===== src/rtl/pvi_pkg.sv =====
package pvi_pkg;
  localparam int NSRC   = 8;
  localparam int MAXL   = 5;
  localparam int PRIO_W = 8;
  localparam int VEC_W  = 12;
  localparam int REG_W  = 32;
  localparam int MASK_W = 64;
  localparam int FPR    = REG_W / PRIO_W;
  localparam int NPRIO  = (NSRC + FPR - 1) / FPR;
  localparam int VSTEP  = 32;

  typedef int src_tbl_t [NSRC];

  localparam src_tbl_t SRC_LINES = '{1, 1, 1, 1, 3, 5, 4, 4};
  localparam src_tbl_t SRC_VBASE = '{'h580, 'h5A0, 'h5C0, 'h5E0,
                                     'h480, 'h640, 'h700, 'hF80};
  localparam src_tbl_t SRC_MBIT  = '{0, 0, 0, 0, 2, 8, 3, 33};

  localparam int A_MSETA = 0;
  localparam int A_MCLRA = 1;
  localparam int A_MSETB = 2;
  localparam int A_MCLRB = 3;
  localparam int A_PRIO  = 4;

  function automatic int line_base(int s);
    int acc = 0;
    for (int i = 0; i < s; i++) acc += SRC_LINES[i];
    return acc;
  endfunction

  localparam int NLINES = line_base(NSRC);

  function automatic logic [MASK_W-1:0] used_bits();
    logic [MASK_W-1:0] u = '0;
    for (int s = 0; s < NSRC; s++) u[SRC_MBIT[s]] = 1'b1;
    return u;
  endfunction

  function automatic logic [REG_W-1:0] prio_keep(int r);
    logic [REG_W-1:0] k = '0;
    for (int j = 0; j < FPR; j++)
      if (r * FPR + j < NSRC) k[PRIO_W*(FPR-1-j) +: PRIO_W] = '1;
    return k;
  endfunction
endpackage


===== src/rtl/pvi_regfile.sv =====
module pvi_regfile
  import pvi_pkg::*;
#(
  parameter int AW = 4
) (
  input  logic                     clk,
  input  logic                     rst,
  input  logic                     wr_en,
  input  logic                     rd_en,
  input  logic [AW-1:0]            addr,
  input  logic [REG_W-1:0]         wdata,
  output logic [REG_W-1:0]         rdata,
  output logic [MASK_W-1:0]        mask_o,
  output logic [NSRC*PRIO_W-1:0]   prio_flat
);
  localparam logic [MASK_W-1:0] USED  = used_bits();
  localparam logic [REG_W-1:0]  USEDA = USED[REG_W-1:0];
  localparam logic [REG_W-1:0]  USEDB = USED[MASK_W-1:REG_W];

  logic [REG_W-1:0] maska_q, maskb_q;
  logic [REG_W-1:0] prio_q [NPRIO];
  logic [REG_W-1:0] rd_mux;

  always_ff @(posedge clk) begin
    if (rst) begin
      maska_q <= USEDA;
      maskb_q <= USEDB;
    end else if (wr_en) begin
      case (addr)
        AW'(A_MSETA): maska_q <= maska_q | (wdata & USEDA);
        AW'(A_MCLRA): maska_q <= maska_q & ~wdata;
        AW'(A_MSETB): maskb_q <= maskb_q | (wdata & USEDB);
        AW'(A_MCLRB): maskb_q <= maskb_q & ~wdata;
        default: ;
      endcase
    end
  end

  for (genvar r = 0; r < NPRIO; r++) begin : g_prio
    localparam logic [REG_W-1:0] KEEP = prio_keep(r);
    always_ff @(posedge clk) begin
      if (rst) prio_q[r] <= '0;
      else if (wr_en && addr == AW'(A_PRIO + r)) prio_q[r] <= wdata & KEEP;
    end
  end

  for (genvar s = 0; s < NSRC; s++) begin : g_field
    assign prio_flat[PRIO_W*s +: PRIO_W] =
      prio_q[s / FPR][PRIO_W*(FPR-1-(s % FPR)) +: PRIO_W];
  end

  assign mask_o = {maskb_q, maska_q};

  always_comb begin
    rd_mux = '0;
    if (addr == AW'(A_MSETA)) rd_mux = maska_q;
    if (addr == AW'(A_MSETB)) rd_mux = maskb_q;
    for (int r = 0; r < NPRIO; r++)
      if (addr == AW'(A_PRIO + r)) rd_mux = prio_q[r];
  end

  always_ff @(posedge clk) begin
    if (rst)        rdata <= '0;
    else if (rd_en) rdata <= rd_mux;
  end

  AST_SET_STICKS: assert property (@(posedge clk) disable iff (rst)
    (wr_en && addr == AW'(A_MSETA)) |=> ((maska_q & $past(wdata) & USEDA) == ($past(wdata) & USEDA)));
  AST_CLR_DROPS: assert property (@(posedge clk) disable iff (rst)
    (wr_en && addr == AW'(A_MCLRA)) |=> ((maska_q & $past(wdata)) == '0));
  AST_CLR_READ_ZERO: assert property (@(posedge clk) disable iff (rst)
    (rd_en && (addr == AW'(A_MCLRA) || addr == AW'(A_MCLRB))) |=> (rdata == '0));
  AST_PRIO_QUIET: assert property (@(posedge clk) disable iff (rst)
    !wr_en |=> $stable(prio_flat));
endmodule


===== src/rtl/pvi_select.sv =====
module pvi_select
  import pvi_pkg::*;
(
  input  logic                     clk,
  input  logic                     rst,
  input  logic [NLINES-1:0]        req,
  input  logic [MASK_W-1:0]        mask,
  input  logic [NSRC*PRIO_W-1:0]   prio_flat,
  output logic                     valid,
  output logic [PRIO_W-1:0]        level,
  output logic [VEC_W-1:0]         vector
);
  logic              cand_act [NLINES];
  logic [PRIO_W-1:0] cand_lvl [NLINES];
  logic [VEC_W-1:0]  cand_vec [NLINES];

  for (genvar s = 0; s < NSRC; s++) begin : g_src
    for (genvar k = 0; k < MAXL; k++) begin : g_line
      if (k < SRC_LINES[s]) begin : g_on
        localparam int IDX = line_base(s) + k;
        assign cand_lvl[IDX] = prio_flat[PRIO_W*s +: PRIO_W];
        assign cand_vec[IDX] = VEC_W'(SRC_VBASE[s] + VSTEP * k);
        assign cand_act[IDX] = req[IDX] && !mask[SRC_MBIT[s]] &&
                               (prio_flat[PRIO_W*s +: PRIO_W] != '0);
      end
    end
  end

  logic              best_act;
  logic [PRIO_W-1:0] best_lvl;
  logic [VEC_W-1:0]  best_vec;

  always_comb begin
    best_act = 1'b0;
    best_lvl = '0;
    best_vec = '0;
    for (int i = 0; i < NLINES; i++) begin
      if (cand_act[i] && (!best_act || cand_lvl[i] > best_lvl ||
          (cand_lvl[i] == best_lvl && cand_vec[i] < best_vec))) begin
        best_act = 1'b1;
        best_lvl = cand_lvl[i];
        best_vec = cand_vec[i];
      end
    end
  end

  always_ff @(posedge clk) begin
    if (rst) begin
      valid  <= 1'b0;
      level  <= '0;
      vector <= '0;
    end else begin
      valid  <= best_act;
      level  <= best_lvl;
      vector <= best_vec;
    end
  end

  AST_LEVEL_NONZERO: assert property (@(posedge clk) disable iff (rst)
    valid |-> (level != '0));
  AST_IDLE_QUIET: assert property (@(posedge clk) disable iff (rst)
    !(|req) |=> !valid);
  AST_IDLE_ZERO: assert property (@(posedge clk) disable iff (rst)
    !valid |-> (level == '0 && vector == '0));
endmodule


===== src/rtl/prio_vec_intc.sv =====
module prio_vec_intc
  import pvi_pkg::*;
#(
  parameter int AW = 4
) (
  input  logic                 clk,
  input  logic                 rst,
  input  logic                 reg_wr,
  input  logic                 reg_rd,
  input  logic [AW-1:0]        reg_addr,
  input  logic [REG_W-1:0]     reg_wdata,
  output logic [REG_W-1:0]     reg_rdata,
  input  logic [NLINES-1:0]    req_lines,
  output logic                 irq_valid,
  output logic [PRIO_W-1:0]    irq_level,
  output logic [VEC_W-1:0]     irq_vector
);
  logic [MASK_W-1:0]      mask_w;
  logic [NSRC*PRIO_W-1:0] prio_w;

  pvi_regfile #(.AW(AW)) regs_i (
    .clk       (clk),
    .rst       (rst),
    .wr_en     (reg_wr),
    .rd_en     (reg_rd),
    .addr      (reg_addr),
    .wdata     (reg_wdata),
    .rdata     (reg_rdata),
    .mask_o    (mask_w),
    .prio_flat (prio_w)
  );

  pvi_select sel_i (
    .clk       (clk),
    .rst       (rst),
    .req       (req_lines),
    .mask      (mask_w),
    .prio_flat (prio_w),
    .valid     (irq_valid),
    .level     (irq_level),
    .vector    (irq_vector)
  );

  AST_RESET_MASKED: assert property (@(posedge clk)
    $past(rst) |-> !irq_valid);
endmodule


===== config.mk =====
export PLATFORM = sky130hd
export DESIGN_NAME = prio_vec_intc
export DESIGN_NICKNAME = d
export VERILOG_FILES = /design/src/rtl/pvi_pkg.sv /design/src/rtl/pvi_regfile.sv /design/src/rtl/pvi_select.sv /design/src/rtl/prio_vec_intc.sv
export SDC_FILE = /design/constraint.sdc
export NUM_CORES = 1
export LEC_CHECK = 0
export ABC_CLOCK_PERIOD_IN_PS = 58000
export BUFFER_PORTS_ARGS = -buffer_cell sky130_fd_sc_hd__buf_2
export CORE_MARGIN = 5
export CORE_UTILIZATION = 50
export DETAILED_ROUTE_END_ITERATION = 8
export PLACE_DENSITY = 0.73
export SETUP_SLACK_MARGIN = 0.2
export SLEW_MARGIN = 15
export SYNTH_ARGS = -nofsm -noshare
export SYNTH_HDL_FRONTEND = slang
export SYNTH_SLANG_ARGS = --single-unit

===== constraint.sdc =====
create_clock -name clk -period 58 [get_ports clk]
set_input_delay 5.8 -clock clk [delete_from_list [all_inputs] [get_ports clk]]
set_output_delay 5.8 -clock clk [all_outputs]
set_load 0.05 [all_outputs]

==> results.py <==
metrics = {
    "floorplan": {
        "num_rows": 60,
        "fp.dieW_um": 175,
        "fp.dieH_um": 175,
        "start_util_pct": 50.6,
        "io_pins": 113,
        "core_area_um2": 26900,
        "dieArea_um2": 30600,
    },
    "power": {
        "clockPowerShare_pct": 35.8,
        "cellLeakagePower_nw": 6.06,
        "netSwitchingFraction_pct": 35.6,
        "p_int_uw": 225,
        "peakVddDrop_mv": 0.0173,
        "p_per_area_nw_per_um2": 23.3,
        "switchingPower_uw": 125,
        "power_frac_comb_pct": 24.0,
        "seqPwrFrac_pct": 40.2,
    },
    "grt": {
        "antenna_found_initial": 3,
        "grt_pass1_vias": 12000,
        "grt_max_degree": 112,
        "track_usage_pct": 25.1,
        "grt_pass1_wl_um": 63200,
        "grt-ovfl-total": 0,
    },
    "synthesis": {
        "yosysTopAreaCell": "dfxtp_1",
        "yosysUniqueCellTypes": 94,
        "synthTopCellsByCount": "159 x a21oi_1, 141 x ha_1, 113 x nor2_1",
        "postSynthCellCount": 1591,
        "yosys-top-cells-area": "dfxtp_1 16%, edfxtp_1 14%, ha_1 13%",
        "synth.most_common_cell": "a21oi_1",
        "synth_top_area_share_pct": 16.5,
        "synth-edff-count": 64,
        "syn_area_per_cell_um2": 8.54,
        "ys_seq_area_share_pct": 30.6,
        "yosys_warnings": 0,
        "async_flop_share_pct": 0,
        "synth_seq_cells": 176,
        "synth_ff_type": "dfxtp_1",
        "syn_area_um2": 13600,
    },
    "clock_network": {
        "postCtsHoldBufs": 0,
        "cts_tree": "done",
        "cts_buffers": 17,
        "path_clk_slew_ps": 90,
        "root_buffer": "clkbuf_16",
        "clock_latency_ps": 450,
        "cts_resized": 0,
        "cts_setup_buffers": 0,
        "cts.sinks": 176,
        "clockBufferDepth": 2,
        "h-tree-depth": 4,
    },
    "setup_path": {
        "cp.arrival_ps": 47530,
        "worst_path_most_repeated_cell": "a21oi_1",
        "reg2reg_slack_ps": 15800,
        "endpoint_kind": "register",
        "cp.depth": 194,
        "start_kind": "input port",
        "slowest_stage": "a2bb2oi_1",
        "r2r_end": "sel_i.vector[9]$_SDFF_PP0_",
        "max_stage_delay_ps": 820,
        "required_ps": 58250,
        "cp_top_family": "compound AO/OA/AOI/OAI gates",
        "endpoint": "sel_i.vector[9]$_SDFF_PP0_",
        "crit_buf_inv": 18,
        "crit_path_start": "req_lines[0]",
        "r2r_cells": 193,
        "path_class": "input port to register",
        "critPathMaxFanout": 25,
    },
    "detailed_routing": {
        "drt_iter0_drc": 1196,
        "vias_per_cell": 6.22,
        "antenna_left": 0,
        "wl_um": 39200,
        "via_count": 12500,
        "wl_per_cell_um": 19.5,
        "drc": 0,
        "drt_pass1_iterations": 8,
    },
    "final_layout": {
        "nets": 1861,
        "multiInputGateArea_um2": 8770,
        "regArea_um2": 4160,
        "drive_gt1_share_pct": 14.3,
        "syn_to_final_growth_pct": 10.7,
        "fillCellCount": 2449,
        "post-route-util_pct": 56.0,
        "num_antenna_cells": 0,
    },
    "timing": {
        "relSlewSlack_pct": 22.1,
        "setup_viol": 0,
        "worst_pin_slew_ps": 1170,
        "min_period_ps": 47270,
        "hold_viol": 0,
        "rsz0062_at_grt": "no",
        "fmax_ghz": 0.0212,
        "slew_viol_final": 0,
        "finalClockSkew_ps": 23.4,
        "setup_ws_ps": 10730,
        "fin_crit_sh_pct": 81.5,
        "setup-tns-final_ps": 0,
    },
    "place": {
        "hpwl_um": 28600,
        "place_congestion": 0.904,
        "dp_slack_ps": 11040,
        "port-buffer-count": 107,
    },
    "outcome": {
        "status": "finished, final reports clean",
    },
    "hold_path": {
        "min_path_type": "register to register",
    },
    "job": {
        "maxCapViolations": 0,
    },
}
[kinds of logic after synthesis]
kind of cell / synth area share, %
XOR/XNOR: 0.129
AO/OA/AOI/OAI: 26.0
other: 0.0276
AND/OR/NAND/NOR: 19.7
multiplexers: 5.27
buffers and inverters: 5.23
adder cells (fa/ha/maj): 13.0
flip-flops: 30.6
[cells in the final DEF (no fill, tap or decap), types with 6 or more instances in the layout]
| cell | instances |
|---|---|
| nor4_1 | 15 |
| inv_1 | 101 |
| nor2b_1 | 28 |
| buf_4 | 17 |
| and2_1 | 76 |
| edfxtp_1 | 64 |
| nor3_1 | 16 |
| o21ai_0 | 88 |
| dfxtp_1 | 112 |
| nand3_1 | 27 |
| nand2_1 | 96 |
| o21ai_1 | 6 |
| a21oi_1 | 159 |
| a211o_1 | 8 |
| and3_1 | 7 |
| o21bai_1 | 7 |
| a311oi_1 | 32 |
| o211ai_1 | 10 |
| mux2i_1 | 30 |
| buf_2 | 107 |
| a22oi_1 | 65 |
| a21o_1 | 30 |
| nand4_1 | 20 |
| a211oi_1 | 13 |
| o21a_1 | 11 |
| and4_1 | 8 |
| or4_1 | 6 |
| a31oi_1 | 12 |
| mux2_2 | 32 |
| nand2b_1 | 77 |
| clkbuf_16 | 17 |
| ha_1 | 141 |
| nor2_1 | 110 |
[how the worst min path moves through the flow]
| stage | startpoint | to | slack [ps] | cells after the start |
|---|---|---|---|---|
| 6_report | regs_i.maskb_q[22]$_SDFFE_PP0P_ | regs_i.maskb_q[22]$_SDFFE_PP0P_ | 450 | 2 |
| 5_1_grt | regs_i.maska_q[22]$_SDFFE_PP0P_ | regs_i.maska_q[22]$_SDFFE_PP0P_ | 460 | 2 |
| 4_1_cts | regs_i.maska_q[6]$_SDFFE_PP0P_ | regs_i.maska_q[6]$_SDFFE_PP0P_ | 450 | 2 |
| 3_5_place_dp | regs_i.maska_q[18]$_SDFFE_PP0P_ | regs_i.maska_q[18]$_SDFFE_PP0P_ | 440 | 2 |
| 2_1_floorplan | regs_i.maska_q[10]$_SDFFE_PP0P_ | regs_i.maska_q[10]$_SDFFE_PP0P_ | 430 | 2 |
| 3_3_place_gp | regs_i.maska_q[20]$_SDFFE_PP0P_ | regs_i.maska_q[20]$_SDFFE_PP0P_ | 430 | 2 |
[final cells by class]
cell class,instances,area share [%]
clock buffer,17,2.83
clock inverter,15,1.42
inverter,101,2.52
timing repair buffer,124,4.41
multi-input combinational,1240,58.3
tap,341,2.84
sequential,176,27.7
[worst reg2reg max path, delay by kind of cell (launching register included)]
kind	cells	cell delay [ps]
fa+ha+maj	19	5430
mux	9	3000
flops	1	370
compound gates	96	21890
buf+inv	17	1890
simple gates	52	9480
[sequential cells by signal (all words and copies together), names as in the netlist, named ones only]
name and count:
regs_i.maska_q 28, regs_i.maskb_q 31, sel_i.vector 7, sel_i.level 8
regs_i.rdata 32, sel_i.valid 1, regs_i.prio_q 64
[layer usage]
layer | routed length (µm) | vias to the layer above | GRT usage [%]
met2 | 17600 | 539 | 39.7
li1 | - | 6021 | -
met1 | 17500 | 5908 | 35.8
met3 | 3390 | 56 | 4.63
met5 | 19 | - | 0
met4 | 705 | 4 | 6.06
[stage by stage]
step                instance area (µm²)  instances  power [mW]  hold slack, ps
floorplan                         13600       1595       0.202             426
global placement                  14400       1982       0.223             435
detailed placement                14400       1982       0.225             436
CTS                               15000       2014       0.350             452
global route                      15000       2014       0.367             465
finish                            15000       2014       0.350             449
[power groups by stage]
stage | clock network, mW | registers (mW) | logic (mW)
2_1_floorplan | 0 | 0.148 | 0.0539
3_3_place_gp | 0 | 0.143 | 0.0799
3_5_place_dp | 0 | 0.143 | 0.0824
4_1_cts | 0.127 | 0.140 | 0.0830
5_1_grt | 0.133 | 0.141 | 0.0937
6_report | 0.125 | 0.141 | 0.0841
No activity file was read; power rests on OpenSTA's default activity.
